### src/rtl/dtx_perm_check.sv
module dtx_perm_check #(
  parameter int VA_BITS = 48,
  parameter int PA_BITS = 40,
  parameter int UC_BIT  = 39
) (
  input  logic               clk,
  input  logic               rst_n,
  input  logic               req_vld,
  input  logic [63:0]        ctl_word,
  input  logic [63:0]        va,
  input  logic [3:0]         acc_size,
  input  logic               is_write,
  input  logic               cls_implicit,
  input  logic               cls_real,
  input  logic               cls_nofault,
  input  logic               cls_second,
  output logic [15:0]        lk_ctx,
  output logic [7:0]         lk_part,
  output logic               lk_real,
  input  logic               lk_hit,
  input  logic [PA_BITS-1:0] lk_frame,
  input  logic [2:0]         lk_pgsz,
  input  logic               lk_priv,
  input  logic               lk_writable,
  input  logic               lk_nofault,
  input  logic               lk_sideeff,
  output logic               pa_vld,
  output logic [PA_BITS-1:0] pa,
  output logic               uncache,
  output logic               fault_vld,
  output logic [7:0]         fault_code,
  output logic [63:0]        tag_acc
);
  localparam int PG_BASE = 13;
  localparam int F_ALIGN = 0, F_RANGE = 1, F_RMISS = 2, F_MISS = 3;
  localparam int F_PRIV = 4, F_PROT = 5, F_NFO = 6, F_SE = 7;

  logic        hp, rmode, prv, amask, dmmu;
  logic [2:0]  tl;
  logic [15:0] pri_ctx, sec_ctx;
  logic        unused_ctl;

  assign hp      = ctl_word[0];
  assign rmode   = ctl_word[1];
  assign prv     = ctl_word[2];
  assign amask   = ctl_word[3];
  assign dmmu    = ctl_word[5];
  assign lk_part = ctl_word[15:8];
  assign tl      = ctl_word[18:16];
  assign pri_ctx = ctl_word[47:32];
  assign sec_ctx = ctl_word[63:48];
  assign unused_ctl = ^{ctl_word[31:19], ctl_word[7:6], ctl_word[4]};

  assign lk_ctx  = cls_implicit ? ((tl != 3'd0) ? 16'd0 : pri_ctx)
                                : (cls_second ? sec_ctx : pri_ctx);
  assign lk_real = (!dmmu && !hp && !rmode) || cls_real;

  logic [63:0]        va_eff;
  logic               misal, out_rng, byp_imp, byp_hyp;
  logic [5:0]         pg_shift;
  logic [PA_BITS-1:0] off_mask, xl_pa;

  assign va_eff   = amask ? {32'd0, va[31:0]} : va;
  assign misal    = |(va[3:0] & (acc_size - 4'd1));
  assign out_rng  = !((&va_eff[63:VA_BITS-1]) || !(|va_eff[63:VA_BITS-1]));
  assign byp_imp  = hp && cls_implicit;
  assign byp_hyp  = hp && !cls_real;
  assign pg_shift = 6'(PG_BASE) + 6'(lk_pgsz) * 6'd3;
  assign off_mask = ~({PA_BITS{1'b1}} << pg_shift);
  assign xl_pa    = (lk_frame & ~off_mask) | (va_eff[PA_BITS-1:0] & off_mask);

  logic [7:0]         fc;
  logic               take;
  logic [PA_BITS-1:0] pa_n;
  logic               uc_n;

  always_comb begin
    fc   = '0;
    take = 1'b0;
    pa_n = '0;
    uc_n = 1'b0;
    if (byp_imp) begin
      take = 1'b1;
      pa_n = va[PA_BITS-1:0];
    end else if (misal)                      fc[F_ALIGN] = 1'b1;
    else if (out_rng)                        fc[F_RANGE] = 1'b1;
    else if (byp_hyp) begin
      take = 1'b1;
      pa_n = va_eff[PA_BITS-1:0];
    end else if (!lk_hit) begin
      if (lk_real) fc[F_RMISS] = 1'b1;
      else         fc[F_MISS]  = 1'b1;
    end
    else if (!prv && !hp && lk_priv)         fc[F_PRIV] = 1'b1;
    else if (is_write && !lk_writable)       fc[F_PROT] = 1'b1;
    else if (lk_nofault && !cls_nofault)     fc[F_NFO]  = 1'b1;
    else if (lk_sideeff && cls_nofault)      fc[F_SE]   = 1'b1;
    else begin
      take = 1'b1;
      pa_n = xl_pa;
      uc_n = lk_sideeff || xl_pa[UC_BIT];
    end
  end

  always_ff @(posedge clk) begin
    if (!rst_n) begin
      pa_vld     <= 1'b0;
      fault_vld  <= 1'b0;
      fault_code <= '0;
      pa         <= '0;
      uncache    <= 1'b0;
      tag_acc    <= '0;
    end else begin
      pa_vld     <= req_vld && take;
      fault_vld  <= req_vld && !take;
      fault_code <= req_vld ? fc : 8'd0;
      if (req_vld && take) begin
        pa      <= pa_n;
        uncache <= uc_n;
      end
      if (req_vld && (|fc[7:2]))
        tag_acc <= {va_eff[63:PG_BASE], lk_ctx[PG_BASE-1:0]};
    end
  end
endmodule


### config.mk
export PLATFORM = sky130hd
export DESIGN_NAME = dtx_perm_check
export DESIGN_NICKNAME = d
export VERILOG_FILES = /design/src/rtl/dtx_perm_check.sv
export SDC_FILE = /design/constraint.sdc
export NUM_CORES = 1
export LEC_CHECK = 0
export CAP_MARGIN = 20
export CORE_AREA = 2 2 129 131
export CTS_CLUSTER_DIAMETER = 100
export CTS_CLUSTER_SIZE = 24
export DETAILED_ROUTE_END_ITERATION = 10
export DIE_AREA = 0 0 131 133
export DONT_BUFFER_PORTS = 1
export GPL_ROUTABILITY_DRIVEN = 0
export PLACE_DENSITY_LB_ADDON = 0.3
export SKIP_LAST_GASP = 1
export SYNTH_ARGS = -nofsm -noshare
export SYNTH_HDL_FRONTEND = slang
export SYNTH_SLANG_ARGS = --single-unit
### constraint.sdc
create_clock -name clk -period 3.4 [get_ports clk]
set_clock_uncertainty 0.2 [all_clocks]
set_input_delay 0.34 -clock clk [delete_from_list [all_inputs] [get_ports clk]]
set_output_delay 0.34 -clock clk [all_outputs]
set_load 0.03 [all_outputs]
==> results of run 1 <==
-- cell usage after synthesis (2+ instances only) --
cell type  count
a211oi_1       5
a21boi_0      19
a21boi_1       8
a21oi_1       39
a21oi_2       11
a221oi_1      22
a2bb2oi_1      4
a31oi_1        4
a32o_1        16
and2_1         9
and3_1         7
buf_2         16
buf_4          9
buf_6          2
clkbuf_1      44
dfxtp_1      115
fa_1           3
ha_1           8
inv_1         12
mux2i_1       19
nand2_1       93
nand2b_1       4
nand3_1        7
nand4_1        9
nand4_2        2
nor2_1        66
nor2b_1       28
nor2b_2        9
nor3_1        12
nor3b_1       23
nor4_1         7
nor4b_1        3
o211ai_1       3
o21a_1         2
o21ai_0       67
o21ai_1       37
o221ai_1       2
o22ai_1        2
o31a_1         4
o31ai_1        7
or2_2          3
or3_1          3
-- per-layer routing --
metal  global-route usage  routed length, microns  vias up
li1                     -                       -     2910
met1                0.306                    9300     2802
met2                0.423                   10900      290
met3               0.0946                    2280       56
met4                0.109                     748        0
met5                    0                       0        -
-- through the flow --
step / utilization / instances / worst slack, ns / hold slack (ns) / power, uW
5_1_grt: 0.481 / 1060 / 0.0394 / 0.0179 / 4110
3_3_place_gp: 0.398 / 956 / 0.347 / 0.221 / 2000
2_1_floorplan: - / 784 / 0.179 / 0.217 / 1930
6_report: 0.481 / 1060 / 0.244 / 0.0153 / 3960
4_1_cts: 0.479 / 1056 / 0.260 / 0.000692 / 3990
3_5_place_dp: 0.398 / 956 / 0.335 / 0.222 / 2000
-- flip-flops by register name (all words and copies together), names as in the netlist --
name,flops
tag_acc,64
fault_code,8
pa_vld,1
pa,40
uncache,1
fault_vld,1
-- power groups by stage --
stage               clock network [uW]  registers, uW  logic (uW)
CTS                               1920           1520         546
detailed placement                   0           1550         449
global placement                     0           1550         444
floorplan                            0           1540         388
global route                      1970           1530         608
finish                            1880           1520         550
-- critical path, stage by stage --
cell and delay [ns]:
inv_1 0.15, ha_1 0.28, fa_1 0.68, nor4_1 0.36, buf_4 0.17, nand2_1 0.06, or2_2 0.30, a21oi_1 0.15
nor3b_1 0.07, a211oi_1 0.18, dlygate4sd3_1 0.57
-- repair_timing --
action | CTS | global route
hold endpoints to repair | 115 | 0
setup endpoints to repair | 0 | 0
hold buffers | 68 | 0
-- how the worst max path moves through the flow --
| stage | from | to | slack (ns) | cells after the start |
|---|---|---|---|---|
| 3_3_place_gp | lk_pgsz[2] | pa[26]$_SDFFE_PN0P_ | 0.35 | 10 |
| 6_report | lk_pgsz[2] | pa[1]$_SDFFE_PN0P_ | 0.24 | 11 |
| 4_1_cts | lk_pgsz[2] | pa[1]$_SDFFE_PN0P_ | 0.26 | 11 |
| 5_1_grt | lk_pgsz[2] | pa[1]$_SDFFE_PN0P_ | 0.04 | 11 |
| 2_1_floorplan | lk_pgsz[2] | pa[13]$_SDFFE_PN0P_ | 0.18 | 13 |
| 3_5_place_dp | lk_pgsz[2] | pa[16]$_SDFFE_PN0P_ | 0.33 | 10 |
-- kinds of logic (layout without fill, tap and decap cells) --
kind of cell,Yosys count,in the layout,synth area share
xor+xnor,2,2,0.00278
other cells,0,2,0
simple gates,289,289,0.236
compound gates,264,264,0.279
fa+ha+maj,11,11,0.0255
flops,115,115,0.366
mux,19,19,0.0302
buf+inv,84,138,0.0611
-- cell type report --
| type | instances | area, sq um | share of cell area |
|---|---|---|---|
| diodes | 2 | 5.00 | 0.000644 |
| clock buffers | 17 | 425 | 0.0547 |
| clock inverters | 15 | 186 | 0.0240 |
| inverters | 12 | 45.0 | 0.00579 |
| multi-input cells | 585 | 3620 | 0.465 |
| flip-flops and latches | 115 | 2300 | 0.296 |
| well taps | 220 | 275 | 0.0354 |
| repair buffers | 94 | 922 | 0.119 |
==> flow_summary.yaml, run 1 <==
status:
  status: "finished clean"
drt:
  vias_per_cell: 5.72
  drc: 0
  via_count: 6058
  ant_nets: 0
  wl_per_cell_microns: 21.9
  wl_mm: 23.2
  drt_iter0_drc: 314
  drt_pass1_iterations: 5
sta:
  timing.fmax_mhz: 317
  worst_slew_pin_slew_ns: 1.15
  period_needed_ns: 3.16
  rsz0062_at_grt: "false"
  setup_viol: 0
  finalMaxSlewViolations: 0
  setup_tns_ns: 0
  finalHoldViolations: 0
  period_share: 0.928
  max-slew-margin-rel: 0.227
logic_synthesis:
  yosysSeqAreaShare: 0.366
  yosysWarnings: 0
  ys_async_sr_fraction: 0
  synth_cell_type_count: 61
  syn_nets: 983
  synth.avg_cell_area_sq_um: 8.02
  ys_ff_latch: 115
  yosysTopAreaCellShare: 0.366
  synth.top_cells.by_area: "dfxtp_1 37%, nand2_1 5.5%, o21ai_0 5.3%"
  synthFlopType: "dfxtp_1"
  synth_top_area_cell: "dfxtp_1"
  synthesis.area_sq_mm: 0.00629
  synth-edff-count: 0
  synthCells: 784
power_and_ir_drop:
  internal_power_uw: 2740
  pwr-share-seq: 0.385
  p_leak_uw: 0.00288
  powerDensity_mw_per_mm2: 509
  switching_share: 0.308
  peakVddDrop_v: 0.000328
  combPwrFrac: 0.139
  p_sw_uw: 1220
  power.share.clock: 0.476
floorplanning:
  dieArea_sq_mm: 0.0174
  start_util: 0.389
  die_w_microns: 131
  num_rows: 47
  io_pins: 328
  coreArea_sq_mm: 0.0162
  dieHeight_microns: 133
setup_path:
  rrSetupSlack_ns: 1.66
  cp_data_arrival_time_ns: 3.32
  r2r_cells: 4
  crit_required_ns: 3.56
  crit_path_max_fanout: 21
  cp-end-kind: "flop"
  reg2reg_to: "pa[5]$_SDFFE_PN0P_"
  worstSetupPathType: "in2reg"
  reg2reg_from: "pa[5]$_SDFFE_PN0P_"
  startpoint_type: "input pin"
hold_path:
  min_from: "va[13]"
  holdPathStages: 3
  hold_path.class: "in2reg"
  min_to: "pa[13]$_SDFFE_PN0P_"
clock_network:
  clockBufferDepth: 2
  clkSinkCount: 115
  numCtsBuffers: 17
  cts_setup_buffers: 0
  insertion_delay_ns: 0.42
  cts_tree: "yes"
  htree_num_levels: 4
  cts_resized: 0
  cts-root-buf: "clkbuf_16"
  clk_pin_slew_worst_paths_ns: 0.06
final_layout:
  final_net_count: 1024
  area_growth_pct: 23.6
  n_fill_cell: 1608
  design_area_sq_mm: 0.00778
  final_layout_size_suffix_gt1_frac: 0.111
  final_cell_mix: "115 x dfxtp_1, 93 x nand2_1, 67 x o21ai_0, 67 x dlygate4sd3_1, 65 x nor2_1"
  final_common_cell: "dfxtp_1"
flow_run:
  cap_violations: 0
placement:
  post_dp_cell_area_sq_mm: 0.00644
  dp_hpwl_mm: 15.5
  io_buffer_count: 0
global_routing:
  grt_first_pass_wirelength_mm: 34.2
  grt_pass1_vias: 6011
  grt_max_degree: 107
  antenna_found_initial: 2
  grt_overflow_total: 0
  grt_util_all_layers: 0.260
Note: power is estimated with default switching activity, not from simulation.
==> run 2: changes to the inputs <==
--- a/config.mk
+++ b/config.mk
@@ -17,2 +17,3 @@
 export SKIP_LAST_GASP = 1
+export SLEW_MARGIN = 20
 export SYNTH_ARGS = -nofsm -noshare
==> constraint.sdc (replaced) <==
create_clock -name clk -period 3.4 [get_ports clk]
set_clock_uncertainty 0.2 [all_clocks]
set_input_delay 0.17 -clock clk [delete_from_list [all_inputs] [get_ports clk]]
set_output_delay 0.17 -clock clk [all_outputs]
set_load 0.05 [all_outputs]
==> run 2 against run 1 <==
The flow now finishes with violations (hold timing). Die area unchanged. Clock power barely moved. Sequential cell count is the same. Total power is 4.1% higher. Sequential power grew 5%. Routed wire length rose by 0.97%. Combinational power up 13%. Highest routed layer unchanged.
==> flow_summary.yaml, run 2 (synthesis gave the netlist of run 1 again) <==
power_and_ir_drop:
  peakVddDrop_v: 0.000362
  powerDensity_mw_per_mm2: 503
  p_leak_uw: 0.00307
setup_path:
  startpoint_type: "input pin"
  cp_data_arrival_time_ns: 3.33
  crit_path_max_fanout: 45
  crit_required_ns: 3.52
  worstSetupPathType: "in2reg"
  cp-end-kind: "flop"
final_layout:
  design_area_sq_mm: 0.00819
  fin_util: 0.506
  area_growth_pct: 30.1
  largest_reg_flops: 64
  final_common_cell: "dfxtp_1"
  final_layout_size_suffix_gt1_frac: 0.104
  finalNonFillerCells: 1099
  top_register: "tag_acc"
  final_cell_mix: "115 x dfxtp_1, 112 x dlygate4sd3_1, 93 x nand2_1, 65 x nor2_1, 53 x o21ai_1"
  reg_top3: "tag_acc: 64 flops, pa: 40 flops, fault_code: 8 flops"
  final_net_count: 1064
status:
  violations: "hold timing"
  status: "finished with violations"
sta:
  setup_viol: 0
  finalHoldViolations: 1
  period_share: 0.943
  finalMaxSlewViolations: 0
  setup_tns_ns: 0
  period_needed_ns: 3.20
  rsz0062_at_grt: "true"
  holdWs_ns: -0.0239
  timing.fmax_mhz: 312
  worst_slew_pin_slew_ns: 1.14
  max-slew-margin-rel: 0.237
clock_network:
  cts_setup_buffers: 0
  cts_tree: "yes"
  clkSinkCount: 115
  htree_num_levels: 4
  insertion_delay_ns: 0.42
  cts-root-buf: "clkbuf_16"
  clockBufferDepth: 2
  clk_pin_slew_worst_paths_ns: 0.07
  numCtsBuffers: 17
drt:
  wl_per_cell_microns: 21.3
  drt_iter0_drc: 332
  drt_pass1_iterations: 4
  ant_nets: 0
  drc: 0
  wl_mm: 23.4
  via_count: 6280
  vias_per_cell: 5.71
global_routing:
  grt_overflow_total: 0
  grt_util_all_layers: 0.261
  grt_max_degree: 109
  grt_pass1_vias: 6184
  grt_first_pass_wirelength_mm: 34.6
  antenna_found_initial: 1
placement:
  dp_hpwl_mm: 15.6
  io_buffer_count: 0
  dp.cells: 953
  post_dp_cell_area_sq_mm: 0.00641
floorplanning:
  coreArea_sq_mm: 0.0162
  dieHeight_microns: 133
  die_w_microns: 131
  io_pins: 328
  dieArea_sq_mm: 0.0174
  num_rows: 47
  start_util: 0.389
flow_run:
  cap_violations: 0
hold_path:
  hold_path.class: "in2reg"
## run 2: report_power, final
group / internal (uW) / switching [uW]
sequential: 1390 / 201
combinational: 254 / 370
clock: 1120 / 778
## run 2: routing by layer
layer / part of all wire / GRT usage / vias up
li1: - / - / 2987
met1: 0.39 / 0.307 / 2969
met2: 0.49 / 0.446 / 284
met3: 0.090 / 0.0833 / 40
met4: 0.022 / 0.0827 / 0
met5: 0 / 0 / -
## run 2: repair_timing
| action | in CTS | in global routing |
|---|---|---|
| setup endpoints to repair | 0 | 8 |
| gates resized for setup | 0 | 2 |
| hold buffers | 113 | 0 |
| hold endpoints to repair | 115 | 0 |
## run 2: path summary, 6_finish.rpt
path	startpoint	endpoint	slack (ns)	cells after the start
hold reg to reg	tag_acc[19]$_SDFFE_PN0P_	tag_acc[19]$_SDFFE_PN0P_	0.51	2
setup / recovery	ctl_word[3]	tag_acc[44]$_SDFFE_PN0P_	0.20	8
setup reg to reg	pa[5]$_SDFFE_PN0P_	pa[5]$_SDFFE_PN0P_	1.51	4
hold / removal	req_vld	uncache$_SDFFE_PN0P_	-0.02	3
## run 2: through the flow
| step | power [uW] | setup WS [ns] | hold slack, ns |
|---|---|---|---|
| finish | 4120 | 0.195 | -0.0239 |
| global placement | 2100 | 0.524 | 0.0522 |
| global route | 4260 | -0.0149 | 0.00527 |
| floorplan | 2030 | 0.349 | 0.0467 |
| CTS | 4150 | 0.0303 | 0.0115 |
| detailed placement | 2100 | 0.502 | 0.0520 |
## run 2: layout make-up
type	instances	area, sq um
Antenna cell	1	2.50
Multi-Input combinational cell	585	3630
Tap cell	220	275
Fill cell	1549	7990
Clock inverter	15	188
Inverter	12	45.0
Timing Repair Buffer	134	1320
Sequential cell	115	2300
Clock buffer	17	425
## run 2: critical path: stages
cell	delay (ns)
dlygate4sd3_1	0.85
a21oi_2	0.41
a211o_2	0.48
buf_4	0.52
nor3b_1	0.11
dlygate4sd3_1	0.58
a21oi_1	0.11
nor2b_1	0.05
==> run 3: changes to the inputs <==
Settings changed: CELL_PAD_IN_SITES_DETAIL_PLACEMENT set to 2, CELL_PAD_IN_SITES_GLOBAL_PLACEMENT set to 2, CORE_AREA 2 2 129 131 to unset, CORE_ASPECT_RATIO set to 0.75, CORE_MARGIN set to 2, CORE_UTILIZATION set to 34, DIE_AREA 0 0 131 133 to unset.
==> run 3 against run 2 <==
The flow now finishes without violations. Non-clock buffer count decreased by 11. First-iteration DRC count decreased by 1.2%. Sequential share of layout area increased by 0.30 points. Die area increased by 13%. Worst setup slack got worse by 0.032 ns. Register-to-register slack about the same. Combinational power increased by 5.4%. Routed wire length increased by 27%. Critical path type unchanged.
==> flow_summary.yaml, run 3 (synthesis gave the netlist of run 1 again) <==
drt:
  ant_nets: 0
  drt_pass1_iterations: 5
  via_count: 6651
  drt_iter0_drc: 328
  drc: 0
  vias_per_cell: 5.95
  wl_mm: 29.7
  wl_per_cell_microns: 26.6
hold_path:
  hold_path.class: "in2reg"
  min_to: "pa[12]$_SDFFE_PN0P_"
  holdPathStages: 3
  min_from: "rst_n"
power_and_ir_drop:
  p_sw_uw: 1330
  peakVddDrop_v: 0.000306
  internal_power_uw: 2680
  finalPower_uw: 4000
  p_leak_uw: 0.00300
  powerDensity_mw_per_mm2: 494
  pwr-share-seq: 0.400
  combPwrFrac: 0.164
  power.share.clock: 0.436
  switching_share: 0.331
setup_path:
  crit_path_max_incr_delay_ns: 0.60
  cp-end-kind: "flop"
  worstPathCellList: "inv_1, ha_1, fa_1, nor2b_1, or3_1, o31ai_1, o21ai_0, a32o_1, a221oi_1, dlygate4sd3_1, nor2_1"
  startpoint_type: "input pin"
  worstSetupPathType: "in2reg"
  cp_data_arrival_time_ns: 3.33
  reg2reg_to: "pa[5]$_SDFFE_PN0P_"
  startpoint: "lk_pgsz[2]"
  slowest_stage: "dlygate4sd3_1"
  r2r_cells: 4
  crit_path_max_fanout: 21
  reg2reg_from: "pa[5]$_SDFFE_PN0P_"
  rrSetupSlack_ns: 1.50
  crit_required_ns: 3.50
final_layout:
  reg_top3: "tag_acc: 64 flops, pa: 40 flops, fault_code: 8 flops"
  fin_util: 0.443
  n_fill_cell: 1982
  final_net_count: 1053
  final_common_cell: "dfxtp_1"
  top_register: "tag_acc"
  largest_reg_flops: 64
  final_cell_mix: "115 x dfxtp_1, 103 x dlygate4sd3_1, 92 x nand2_1, 65 x nor2_1, 53 x o21ai_1"
  final_layout_size_suffix_gt1_frac: 0.101
  area_growth_pct: 28.8
clock_network:
  cts-root-buf: "clkbuf_16"
  clk_pin_slew_worst_paths_ns: 0.06
  clockBufferDepth: 2
  numCtsBuffers: 17
  cts_tree: "yes"
  htree_num_levels: 4
  clkSinkCount: 115
  insertion_delay_ns: 0.42
sta:
  setup_viol: 0
  timing.fmax_mhz: 309
  worst_slew_pin_slew_ns: 1.06
  max-slew-margin-rel: 0.289
  period_share: 0.952
  rsz0062_at_grt: "false"
  period_needed_ns: 3.24
  finalMaxSlewViolations: 0
  setup_tns_ns: 0
  finalHoldViolations: 0
floorplanning:
  die_w_microns: 161
  num_rows: 43
  dieArea_sq_mm: 0.0196
  dieHeight_microns: 122
  start_util: 0.344
  coreArea_sq_mm: 0.0183
  io_pins: 328
global_routing:
  grt_max_degree: 109
  grt_first_pass_wirelength_mm: 44.3
  grt_pass1_vias: 7403
  grt_overflow_total: 0
  grt_util_all_layers: 0.298
  antenna_found_initial: 5
status:
  status: "finished clean"
flow_run:
  cap_violations: 0
placement:
  io_buffer_count: 0
  dp_hpwl_mm: 18.9
[run 3: how the worst max path moves through the flow]
stage / end / cells after the start
2_1_floorplan: pa[13]$_SDFFE_PN0P_ / 13
3_3_place_gp: pa[16]$_SDFFE_PN0P_ / 10
3_5_place_dp: pa[6]$_SDFFE_PN0P_ / 9
4_1_cts: pa[27]$_SDFFE_PN0P_ / 8
5_1_grt: pa[1]$_SDFFE_PN0P_ / 10
6_report: pa[10]$_SDFFE_PN0P_ / 11
[run 3: area by class of cell]
type                    count  area [sq um]  area share
repair buffers            123          1230       0.152
well taps                 247           309      0.0382
clock buffers              18           439      0.0542
clock inverters            14           128      0.0158
flip-flops and latches    115          2300       0.284
multi-input cells         585          3640       0.449
inverters                  12          45.0     0.00556
diodes                      4          10.0     0.00124
[run 3: through the flow]
stage          setup slack [ns]  hold WS (ns)  cell area, sq um  std cells
6_report                  0.164        0.0112              8100       1118
5_1_grt                  0.0213        0.0365              8100       1118
4_1_cts                 0.00766       0.00529              8070       1113
3_5_place_dp              0.286        0.0552              6430        976
3_3_place_gp              0.443        0.0555              6420        976
2_1_floorplan             0.349        0.0467              6290        784
[run 3: worst max-delay path, delay by kind of cell]
| family | cells | cell delay [ns] |
|---|---|---|
| buffers and inverters | 2 | 0.74 |
| AND/OR/NAND/NOR | 3 | 0.88 |
| AO/OA/AOI/OAI | 4 | 0.88 |
| adder cells (fa/ha/maj) | 2 | 0.65 |
[run 3: routing by layer]
| metal | global-route usage | part of all wire | vias up |
|---|---|---|---|
| li1 | - | - | 2963 |
| met3 | 0.117 | 0.090 | 58 |
| met5 | 0 | 0.00047 | - |
| met4 | 0.112 | 0.026 | 2 |
| met1 | 0.318 | 0.38 | 3334 |
| met2 | 0.535 | 0.50 | 294 |
[run 3: timing repair]
action / in CTS / in global routing
setup buffers: 0 / 1
hold endpoints to repair: 115 / 0
gates resized for setup: 0 / 3
endpoints found under the setup margin: 0 / 17
hold buffers: 105 / 0
[run 3: power groups by stage]
stage	registers [uW]	clock network (uW)	logic, uW
3_3_place_gp	1630	0	470
3_5_place_dp	1630	0	493
6_report	1600	1750	658
2_1_floorplan	1610	0	419
4_1_cts	1600	1780	634
5_1_grt	1600	1850	713
